`config.mk`:
```
export PLATFORM = sky130hd
export DESIGN_NAME = sertx_brk
export DESIGN_NICKNAME = d
export VERILOG_FILES = /design/src/rtl/sertx_pkg.sv /design/src/rtl/sertx_hold.sv /design/src/rtl/sertx_ctl.sv /design/src/rtl/sertx_engine.sv /design/src/rtl/sertx_brk.sv
export SDC_FILE = /design/constraint.sdc
export NUM_CORES = 1
export LEC_CHECK = 0
export ABC_CLOCK_PERIOD_IN_PS = 2500
export BUFFER_PORTS_ARGS = -buffer_cell sky130_fd_sc_hd__buf_2
export CORE_MARGIN = 5
export CORE_UTILIZATION = 30
export CTS_BUF_LIST = sky130_fd_sc_hd__clkbuf_4 sky130_fd_sc_hd__clkbuf_8
export DETAILED_ROUTE_END_ITERATION = 8
export PLACE_DENSITY = 0.58
export SYNTH_ARGS = -nofsm -noshare
export SYNTH_HDL_FRONTEND = slang
export SYNTH_HIERARCHICAL = 1
export SYNTH_SLANG_ARGS = --single-unit
export TNS_END_PERCENT = 20
```
`constraint.sdc`:
```
create_clock -name clk -period 2.5 [get_ports clk]
set_clock_uncertainty 0.2 [all_clocks]
set_input_delay 0.5 -clock clk [delete_from_list [all_inputs] [get_ports clk]]
set_output_delay 0.5 -clock clk [all_outputs]
set_load 0.02 [all_outputs]
```
`src/rtl/sertx_pkg.sv`:
```
package sertx_pkg;

   typedef enum logic [2:0] {
      TX_IDLE  = 3'd0,
      TX_START = 3'd1,
      TX_DATA  = 3'd2,
      TX_STOP  = 3'd3,
      TX_BRK   = 3'd4,
      TX_MARK  = 3'd5
   } tx_state_e;

   localparam int PAR_NONE = 0;
   localparam int PAR_EVEN = 1;
   localparam int PAR_ODD  = 2;

endpackage

```
`src/rtl/sertx_hold.sv`:
```
module sertx_hold #(
   parameter int DATA_W = 8
) (
   input  logic              clk,
   input  logic              rst_n,
   input  logic              push,
   input  logic [DATA_W-1:0] push_data,
   input  logic              pop,
   output logic              full,
   output logic [DATA_W-1:0] data
);

   logic              full_q;
   logic [DATA_W-1:0] data_q;

   always_ff @(posedge clk or negedge rst_n) begin
      if (!rst_n) begin
         full_q <= 1'b0;
         data_q <= '0;
      end else begin
         if (push) begin
            full_q <= 1'b1;
            data_q <= push_data;
         end else if (pop) begin
            full_q <= 1'b0;
         end
      end
   end

   assign full = full_q;
   assign data = data_q;

   assert_no_overflow_R5 : assert property (@(posedge clk) disable iff (!rst_n)
      push |-> !full_q);

   assert_pop_only_full_R4 : assert property (@(posedge clk) disable iff (!rst_n)
      pop |-> full_q);

endmodule

```
`src/rtl/sertx_ctl.sv`:
```
module sertx_ctl (
   input  logic clk,
   input  logic rst_n,
   input  logic en_stb,
   input  logic dis_stb,
   input  logic brk_start,
   input  logic brk_stop,
   input  logic brk_take,
   input  logic brk_on,
   input  logic brk_done,
   output logic en_q,
   output logic brk_pend,
   output logic brk_end_req
);

   logic en_r, pend_r, endreq_r;

   always_ff @(posedge clk or negedge rst_n) begin
      if (!rst_n) begin
         en_r     <= 1'b0;
         pend_r   <= 1'b0;
         endreq_r <= 1'b0;
      end else begin
         if (dis_stb)     en_r <= 1'b0;
         else if (en_stb) en_r <= 1'b1;

         if (brk_stop || brk_take)                   pend_r <= 1'b0;
         else if (brk_start && en_r && !brk_on)      pend_r <= 1'b1;

         if (brk_done)                               endreq_r <= 1'b0;
         else if (brk_stop && (brk_on || brk_take))  endreq_r <= 1'b1;
      end
   end

   assign en_q        = en_r;
   assign brk_pend    = pend_r;
   assign brk_end_req = endreq_r;

   assert_brk_needs_en_R8 : assert property (@(posedge clk) disable iff (!rst_n)
      $rose(pend_r) |-> $past(en_r));

   assert_stop_cancels_R12 : assert property (@(posedge clk) disable iff (!rst_n)
      brk_stop |=> !pend_r);

endmodule

```
`src/rtl/sertx_engine.sv`:
```
module sertx_engine
   import sertx_pkg::*;
#(
   parameter int DATA_W    = 8,
   parameter int PARITY    = 0,
   parameter int STOP_BITS = 1,
   parameter int OVS       = 16
) (
   input  logic              clk,
   input  logic              rst_n,
   input  logic              tick,
   input  logic              hold_vld,
   input  logic [DATA_W-1:0] hold_data,
   input  logic              brk_pend,
   input  logic              end_req,
   output logic              pop,
   output logic              brk_take,
   output logic              brk_on,
   output logic              brk_done,
   output logic              idle,
   output logic              txd
);

   localparam int NBITS  = DATA_W + ((PARITY != PAR_NONE) ? 1 : 0);
   localparam int STOP_T = OVS * STOP_BITS;
   localparam int TW     = $clog2(STOP_T);
   localparam int BW     = $clog2(NBITS);
   localparam logic [TW-1:0] BIT_END  = TW'(OVS - 1);
   localparam logic [TW-1:0] STOP_END = TW'(STOP_T - 1);
   localparam logic [BW-1:0] LAST_BIT = BW'(NBITS - 1);

   logic [NBITS-1:0] frame;

   generate
      if (PARITY == PAR_NONE) begin : g_nopar
         assign frame = hold_data;
      end else begin : g_par
         logic pbit;
         assign pbit  = (^hold_data) ^ (PARITY == PAR_ODD);
         assign frame = {pbit, hold_data};
      end
   endgenerate

   tx_state_e        state_q, state_d;
   logic [TW-1:0]    tcnt_q, tcnt_d;
   logic [BW-1:0]    bcnt_q, bcnt_d;
   logic [NBITS-1:0] sh_q, sh_d;

   always_comb begin
      state_d  = state_q;
      tcnt_d   = tcnt_q;
      bcnt_d   = bcnt_q;
      sh_d     = sh_q;
      pop      = 1'b0;
      brk_take = 1'b0;
      brk_done = 1'b0;
      if (tick) begin
         unique case (state_q)
            TX_IDLE: begin
               if (hold_vld) begin
                  state_d = TX_START;
                  tcnt_d  = '0;
                  sh_d    = frame;
                  pop     = 1'b1;
               end else if (brk_pend) begin
                  state_d  = TX_BRK;
                  brk_take = 1'b1;
               end
            end
            TX_START: begin
               if (tcnt_q == BIT_END) begin
                  state_d = TX_DATA;
                  tcnt_d  = '0;
                  bcnt_d  = '0;
               end else begin
                  tcnt_d = tcnt_q + 1'b1;
               end
            end
            TX_DATA: begin
               if (tcnt_q == BIT_END) begin
                  tcnt_d = '0;
                  sh_d   = sh_q >> 1;
                  if (bcnt_q == LAST_BIT) state_d = TX_STOP;
                  else                    bcnt_d  = bcnt_q + 1'b1;
               end else begin
                  tcnt_d = tcnt_q + 1'b1;
               end
            end
            TX_STOP: begin
               if (tcnt_q == STOP_END) begin
                  tcnt_d = '0;
                  if (hold_vld) begin
                     state_d = TX_START;
                     sh_d    = frame;
                     pop     = 1'b1;
                  end else if (brk_pend) begin
                     state_d  = TX_BRK;
                     brk_take = 1'b1;
                  end else begin
                     state_d = TX_IDLE;
                  end
               end else begin
                  tcnt_d = tcnt_q + 1'b1;
               end
            end
            TX_BRK: begin
               if (end_req) begin
                  state_d  = TX_MARK;
                  tcnt_d   = '0;
                  brk_done = 1'b1;
               end
            end
            TX_MARK: begin
               if (tcnt_q == BIT_END) begin
                  state_d = TX_IDLE;
                  tcnt_d  = '0;
               end else begin
                  tcnt_d = tcnt_q + 1'b1;
               end
            end
            default: state_d = TX_IDLE;
         endcase
      end
   end

   always_ff @(posedge clk or negedge rst_n) begin
      if (!rst_n) begin
         state_q <= TX_IDLE;
         tcnt_q  <= '0;
         bcnt_q  <= '0;
         sh_q    <= '0;
      end else begin
         state_q <= state_d;
         tcnt_q  <= tcnt_d;
         bcnt_q  <= bcnt_d;
         sh_q    <= sh_d;
      end
   end

   always_comb begin
      unique case (state_q)
         TX_START: txd = 1'b0;
         TX_DATA:  txd = sh_q[0];
         TX_BRK:   txd = 1'b0;
         default:  txd = 1'b1;
      endcase
   end

   assign idle   = (state_q == TX_IDLE);
   assign brk_on = (state_q == TX_BRK);

   assert_stop_leaves_break_R9 : assert property (@(posedge clk) disable iff (!rst_n)
      (brk_on && end_req && tick) |=> (txd && state_q == TX_MARK));

   assert_break_exits_to_mark_R9 : assert property (@(posedge clk) disable iff (!rst_n)
      (state_q == TX_BRK) |=> (state_q == TX_BRK || state_q == TX_MARK));

   assert_take_after_chars_R6 : assert property (@(posedge clk) disable iff (!rst_n)
      brk_take |-> (!hold_vld && brk_pend));

endmodule

```
`src/rtl/sertx_brk.sv`:
```
module sertx_brk #(
   parameter int DATA_W    = 8,
   parameter int PARITY    = 0,
   parameter int STOP_BITS = 1,
   parameter int OVS       = 16
) (
   input  logic              clk,
   input  logic              rst_n,
   input  logic              tick,
   input  logic              en_stb,
   input  logic              dis_stb,
   input  logic              brk_start,
   input  logic              brk_stop,
   input  logic              wr_en,
   input  logic [DATA_W-1:0] wr_data,
   output logic              txd,
   output logic              rdy,
   output logic              empty
);

   generate
      if (DATA_W < 5 || DATA_W > 9) begin : g_bad_width
         $error("sertx_brk: DATA_W must lie in 5..9");
      end
      if (PARITY < 0 || PARITY > 2) begin : g_bad_parity
         $error("sertx_brk: PARITY must be 0, 1 or 2");
      end
      if (STOP_BITS < 1 || STOP_BITS > 2) begin : g_bad_stop
         $error("sertx_brk: STOP_BITS must be 1 or 2");
      end
      if (OVS < 4) begin : g_bad_ovs
         $error("sertx_brk: OVS must be at least 4");
      end
   endgenerate

   logic              en_q, brk_pend, brk_end_req;
   logic              brk_take, brk_on, brk_done;
   logic              hold_full, pop, push, eng_idle;
   logic [DATA_W-1:0] hold_data;

   assign push  = wr_en && en_q && !hold_full;
   assign rdy   = en_q && !hold_full;
   assign empty = rdy && eng_idle && !brk_pend;

   sertx_ctl u_ctl (
      .clk        (clk),
      .rst_n      (rst_n),
      .en_stb     (en_stb),
      .dis_stb    (dis_stb),
      .brk_start  (brk_start),
      .brk_stop   (brk_stop),
      .brk_take   (brk_take),
      .brk_on     (brk_on),
      .brk_done   (brk_done),
      .en_q       (en_q),
      .brk_pend   (brk_pend),
      .brk_end_req(brk_end_req)
   );

   sertx_hold #(.DATA_W(DATA_W)) u_hold (
      .clk      (clk),
      .rst_n    (rst_n),
      .push     (push),
      .push_data(wr_data),
      .pop      (pop),
      .full     (hold_full),
      .data     (hold_data)
   );

   sertx_engine #(
      .DATA_W   (DATA_W),
      .PARITY   (PARITY),
      .STOP_BITS(STOP_BITS),
      .OVS      (OVS)
   ) u_eng (
      .clk      (clk),
      .rst_n    (rst_n),
      .tick     (tick),
      .hold_vld (hold_full),
      .hold_data(hold_data),
      .brk_pend (brk_pend),
      .end_req  (brk_end_req),
      .pop      (pop),
      .brk_take (brk_take),
      .brk_on   (brk_on),
      .brk_done (brk_done),
      .idle     (eng_idle),
      .txd      (txd)
   );

   assert_rdy_drop_R4 : assert property (@(posedge clk) disable iff (!rst_n)
      (wr_en && rdy) |=> !rdy);

   assert_empty_marks_R11 : assert property (@(posedge clk) disable iff (!rst_n)
      empty |-> txd);

   assert_disable_drops_R10 : assert property (@(posedge clk) disable iff (!rst_n)
      dis_stb |=> (!rdy && !empty));

endmodule

```
== Word level (Yosys, flattened, before mapping) ==
Cells that the tools add are included.
Operators by class
  $add $sub $neg: 2
  eq/ne operators: 16
  muxes and demuxes: 43
  reduce and logical (&&, ||, !) cells: 27
Operators with widths (number)
  $mux W3: 12
  $mux W8: 3
  $pmux W8 S3: 1
  $mux W1: 18
  $pmux W3 S6: 1
  $mux W4: 3
  $ne A2 B1 Y1 const B: 6
  $pmux W4 S3: 1
  $reduce_bool A2 Y1: 5
  $eq A3 B3 Y1 const B: 3
  $logic_and A1 B1 Y1: 8
  $reduce_and A4 Y1: 2
  $reduce_and A8 Y1: 1
  $eq A3 B2 Y1 const B: 2
  $pmux W1 S2: 3
  $pmux W3 S2: 1
  $reduce_bool A3 Y1: 2
  $reduce_and A5 Y1: 1
  $add A4 B1 Y4 const B: 1
  $eq A4 B4 Y1 const B: 1
  $ne A2 B2 Y1 const B: 2
  $reduce_or A4 Y1: 1
  $add A3 B1 Y3 const B: 1
  $eq A3 B1 Y1 const B: 1
  other kinds (5): 8
Storage, ports and cells
  register bits: 30
  input port bits: 16
  output and inout port bits: 3
  logic and storage cells: 97

== Longest topological paths before layout ==
  depth after elaboration: 9
  mapped depth: 8
  mapped depth without buffers: 7

== Hierarchy ==
The synthesis kept the hierarchy.
Modules (own cells, without submodules)
  sertx_engine: instances 1, cells an instance 109, area an instance 1147.4 µm²
  sertx_hold: instances 1, cells an instance 20, area an instance 369.1 µm²
  sertx_ctl: instances 1, cells an instance 11, area an instance 120.1 µm²
  sertx_brk: instances 1, cells an instance 3, area an instance 31.3 µm²

== Least setup slack after synthesis ==
Ideal clock, no wire load.
  path kind: register to register
  start: register u_eng.tcnt_q[0]
  end: register u_eng.sh_q[0]
  arrival time: 1.590 ns
  data required time: 2.175 ns
  slack: 0.585 ns
  cell stages (with the launch flop): 7
  clock period less this slack: 1.915 ns
  path through: dfrtp_1 ha_1 and3_1 buf_2 o221a_2 a21boi_4 mux2_2
Between the ends
  longest elaborated chain between the ends: 3
  elaborated cells on any way between the ends: 4
  those cells by class: eq/ne (3); reduce/logical (1)
RTL lines
  start, declared: line sertx_engine.sv:45  | logic [TW-1:0] tcnt_q, tcnt_d;
  start signal, assigned: line sertx_engine.sv:134  | tcnt_q <= tcnt_d;
  $eq A4 B4 Y1 *: line sertx_engine.sv:80, sertx_engine.sv:90
  $ne A2 B1 Y1 (no line)
  $reduce_and A4 Y1 (no line) *
  end signal, assigned: line sertx_engine.sv:131  | sh_q <= '0;
  end signal, assigned: line sertx_engine.sv:136  | sh_q <= sh_d;
  end, declared: line sertx_engine.sv:47  | logic [NBITS-1:0] sh_q, sh_d;
Every way passes the cells marked *; elsewhere a longest branch is shown, timed or not.
A chain may end at the register's enable or synchronous reset.

== Final worst setup path ==
  start: register u_eng.state_q[0]
  end: output port empty
Between the ends
  longest elaborated chain between the ends: 3
RTL lines
  start, declared: line sertx_engine.sv:44  | tx_state_e state_q, state_d;
  start signal, assigned: line sertx_engine.sv:133  | state_q <= state_d;
  $logic_not A3 Y1: line sertx_engine.sv:149  | assign idle = (state_q == TX_IDLE);
  via eng_idle: line sertx_brk.sv:38  | logic hold_full, pop, push, eng_idle;
  $logic_and A1 B1 Y1 (2 in series): line sertx_brk.sv:43  | assign empty = rdy && eng_idle && !brk_pend;
  end, declared: line sertx_brk.sv:18  | output logic empty
The timed path passes the listed nets, and every way through them passes these cells.

==> results.txt <==
- The run finished with clean final reports.
- Maximum clock rate: 0.434 GHz
- The area growth from synthesis to layout is 15.2%.
- VDD sags by at most 467 uV.
* CP Data Required Time: 1800 ps
- Path category of the worst min-delay check: in2async
- Final Cycle Share: 0.921
* Number of nets in the finished design: 184
* Post-cts gate resize count: 0
- The first global-routing pass estimated 5450 um of wire.
- The number of hold violations in the final report came to 0.
- Power per cell area: 1030 nW/um2
- Synthesized area per cell: 11.7 um2
- Number of global-route vias before repair: 1150
* Antenna violations before repair: 0
- Initial Util: 0.307
- For this run, the total global-route usage over all layers was measured as 0.0948.
- In the synthesized netlist the dominant register cell turns out to be sky130_fd_sc_hd__dfrtp_1.
* Cell at the root of the clock tree: sky130_fd_sc_hd__clkbuf_8
* Worst path arrival time: 1600 ps
- Top cell family by delay on the critical path: simple AND/OR/NAND/NOR gates
* Die H: 84.6 um
- After the flow finishes, the layout carries non-filler instances totaling 238.
- In this run the tightest slew margin relative to its limit is 0.552.
- CTS Buffer Depth: 2
- Detailed-route wire length per cell: 12.7 um
- Endpoint class of the critical path: output port
* Static Leak: 0.900 nW
* Cell count after synthesis: 143
- Final Max Tran Viols: 0
* Number of antenna cells inserted: 0
* Final cell utilization of the core: 0.353
- After detailed routing, the number of vias per cell comes to 4.64.
- Traced cell by cell, the critical path runs through buf_4 -> nor3_1 -> and4bb_2 -> buf_2.
* Skew-Pair Late Insertion Delay: 290 ps
- DRC marker count from the first detailed-route iteration: 40
* Final RePlAce weighted congestion: 0.773
- 19 I/O pins were placed.
- Post-CTS setup repair buffer count: 0
- Post-synthesis sequential element count: 30
- For this design, the sink count on the clock tree is 30.
- In this run, CTS created clock tree buffers numbering 5.
* Summed negative setup slack over all endpoints: 0 ps
- sky130_fd_sc_hd__dfrtp_1 takes more of the synthesized area than any other cell.
* Pre-antenna DRT Iters: 4
- Remaining design rule violation count: 0
- For this run, the register share of the synthesized area comes to 0.450.
- In this run the remaining antenna-violating nets after routing total 0.
- Setup repair after global routing left no endpoint under its margin.
- The region available for standard cell placement spans 5440 um2.
- Post-synth EDFFs: 0
- At the pin with the least slew margin, the transition time is 672 ps.
- The cell area that synthesis handed to floorplanning was 1670 um2.
* Library cell contributing the largest single delay on the critical path: sky130_fd_sc_hd__dfrtp_1
- Number of failing setup endpoints in the final timing report: 0
- Share of final-layout standard cells stronger than drive strength 1: 0.380
- Startpoint types: flop
- Area contributors post-synth: sky130_fd_sc_hd__dfrtp_1 (45%), sky130_fd_sc_hd__mux2_4 (13%), sky130_fd_sc_hd__mux2_2 (6.8%), sky130_fd_sc_hd__o21ai_0 (3.0%), sky130_fd_sc_hd__ha_1 (2.3%)
- Yosys top cell area share: 0.450
* Cell Rows: 27
* Synthesized net count: 162
- The die covers 7150 um2.
- Share of flip-flops with an asynchronous set or reset after synthesis: 1.00
- The critical path is of the reg2out type.
- Clock-pin slew was measured on the worst setup and hold paths at 60 ps.
* TritonCTS clock tree: built
* Leftover overflow at the end of global routing: 0
* Warnings, synthesis: 6
* Number of unique standard cell types used by synthesis: 42
* Number of hold buffers added after CTS: 0
- Entering global routing, the biggest net connects 31 pins.
- Placed instance count: 230
* WP buf/inv: 2
* Number of maximum-capacitance constraint violations: 0
- DIE WIDTH: 84.6 um
* Final critical delay including setup and external delays: 2300 ps
- During placement, the flow inserted port buffers numbering 18.
* Drt total wl: 3030 um
- In this run the worst path has a maximum fanout of 9.
* HPWL after detailed placement: 2130 um
- Detailed routing inserted a total of 1104 vias.
- On the worst path, the slowest cell contributes a delay of 470 ps.
- In this run the number of H-tree levels came out at 2.
metal layers:
metal  part of all wire  GRT usage
met5                  0          0
met4              0.027     0.0561
met1               0.48      0.125
met3              0.033     0.0236
met2               0.46      0.140
synth_stat cells (2+ instances only):
library cell and count:
sky130_fd_sc_hd__nand2_1 4, sky130_fd_sc_hd__inv_1 9, sky130_fd_sc_hd__nand3_1 5, sky130_fd_sc_hd__buf_2 3
sky130_fd_sc_hd__and3_1 4, sky130_fd_sc_hd__mux2_4 14, sky130_fd_sc_hd__o22ai_1 2, sky130_fd_sc_hd__a21oi_1 3
sky130_fd_sc_hd__a22o_1 2, sky130_fd_sc_hd__dfrtp_1 30, sky130_fd_sc_hd__buf_6 2, sky130_fd_sc_hd__nor3_1 3
sky130_fd_sc_hd__mux2_2 10, sky130_fd_sc_hd__and2_1 2, sky130_fd_sc_hd__nor2b_1 3, sky130_fd_sc_hd__ha_1 3
sky130_fd_sc_hd__nand2b_1 2, sky130_fd_sc_hd__o211ai_1 2, sky130_fd_sc_hd__nor2_1 8, sky130_fd_sc_hd__o21ai_0 10
placed cells by master (no fill, tap or decap), types with 2 or more instances in the layout:
cell type and n:
sky130_fd_sc_hd__nor2b_1 3, sky130_fd_sc_hd__o21ai_0 10, sky130_fd_sc_hd__buf_2 18, sky130_fd_sc_hd__mux2_4 14, sky130_fd_sc_hd__o211ai_1 2, sky130_fd_sc_hd__ha_1 3, sky130_fd_sc_hd__and3_1 4, sky130_fd_sc_hd__o22ai_1 2
sky130_fd_sc_hd__nand2b_1 2, sky130_fd_sc_hd__buf_4 3, sky130_fd_sc_hd__nor2_1 8, sky130_fd_sc_hd__nand3_1 5, sky130_fd_sc_hd__nor3_1 3, sky130_fd_sc_hd__clkbuf_8 6, sky130_fd_sc_hd__dfrtp_1 29, sky130_fd_sc_hd__a21oi_1 3
sky130_fd_sc_hd__nand2_1 4, sky130_fd_sc_hd__inv_1 9, sky130_fd_sc_hd__a22o_1 2, sky130_fd_sc_hd__and2_1 2, sky130_fd_sc_hd__mux2_2 10
state kept, by name, indices dropped and copies added (netlist names):
name / flops
u_hold/data: 8
u_ctl/en_q: 1
u_hold/full: 1
u_eng/tcnt_q: 4
u_ctl/brk_end_req: 1
u_eng/sh_q: 8
u_ctl/brk_pend: 1
u_eng/state_q: 3
u_eng/bcnt_q: 3
area by class of cell:
type / instances / area (um2)
Clock buffer: 7 / 90.1
Clock inverter: 1 / 5.00
Fill cell: 545 / 3520
Inverter: 9 / 33.8
Multi-Input combinational cell: 98 / 838
Sequential cell: 30 / 752
Tap cell: 72 / 90.1
Timing Repair Buffer: 21 / 113
where the power goes:
group,switching (W),leakage [nW],internal (W)
logic,0.000292,0.475,0.000433
registers,0.000167,0.373,0.000675
clock network,0.000186,0.0517,0.000233
total,0.000645,0.900,0.00134
worst register-to-register path, cell delays in order (launching register included):
cell,delay [ps]
sky130_fd_sc_hd__dfrtp_1,470
sky130_fd_sc_hd__buf_4,200
sky130_fd_sc_hd__or4b_1,530
sky130_fd_sc_hd__o211ai_1,150
sky130_fd_sc_hd__a211o_1,170
sky130_fd_sc_hd__mux2_2,330
path summary, 6_finish.rpt:
| kind | from | end | slack (ps) | cells past startpoint |
|---|---|---|---|---|
| max | u_eng/state_q[0]$_DFFE_PN0P_ | empty | 200 | 4 |
| min | rst_n | u_hold/data[0]$_DFFE_PN0P_ | 50 | 1 |
| min in group clk | dis_stb | u_ctl/en_q$_DFFE_PN0P_ | 160 | 2 |
| max in group asynchronous | rst_n | u_eng/state_q[1]$_DFFE_PN0P_ | 1580 | 1 |
| max reg2reg | u_eng/state_q[0]$_DFFE_PN0P_ | u_eng/state_q[2]$_DFFE_PN0P_ | 340 | 5 |
| min reg2reg | u_eng/sh_q[0]$_DFFE_PN0P_ | u_eng/sh_q[0]$_DFFE_PN0P_ | 310 | 1 |
cells by family after synthesis:
kind of cell | Yosys count | share of synthesized area
buffers and inverters | 15 | 0.0473
AOI/OAI and AO/OA | 27 | 0.116
and+or+nand+nor | 42 | 0.159
DFF | 30 | 0.450
muxes | 25 | 0.200
adders and majority gates | 3 | 0.0225
xor gates and xnor gates | 1 | 0.00525
through the flow:
step | worst slack, ps | cell area (um2) | power [W] | hold WS [ps]
finish | 198 | 1920 | 0.00199 | 46.6
global route | 63.3 | 1920 | 0.00215 | 107
CTS | 102 | 1920 | 0.00202 | 71.6
detailed placement | 312 | 1830 | 0.00158 | 296
global placement | 355 | 1830 | 0.00158 | 294
floorplan | 585 | 1670 | 0.00141 | 4.41
No activity file was read; power rests on OpenSTA's default activity.
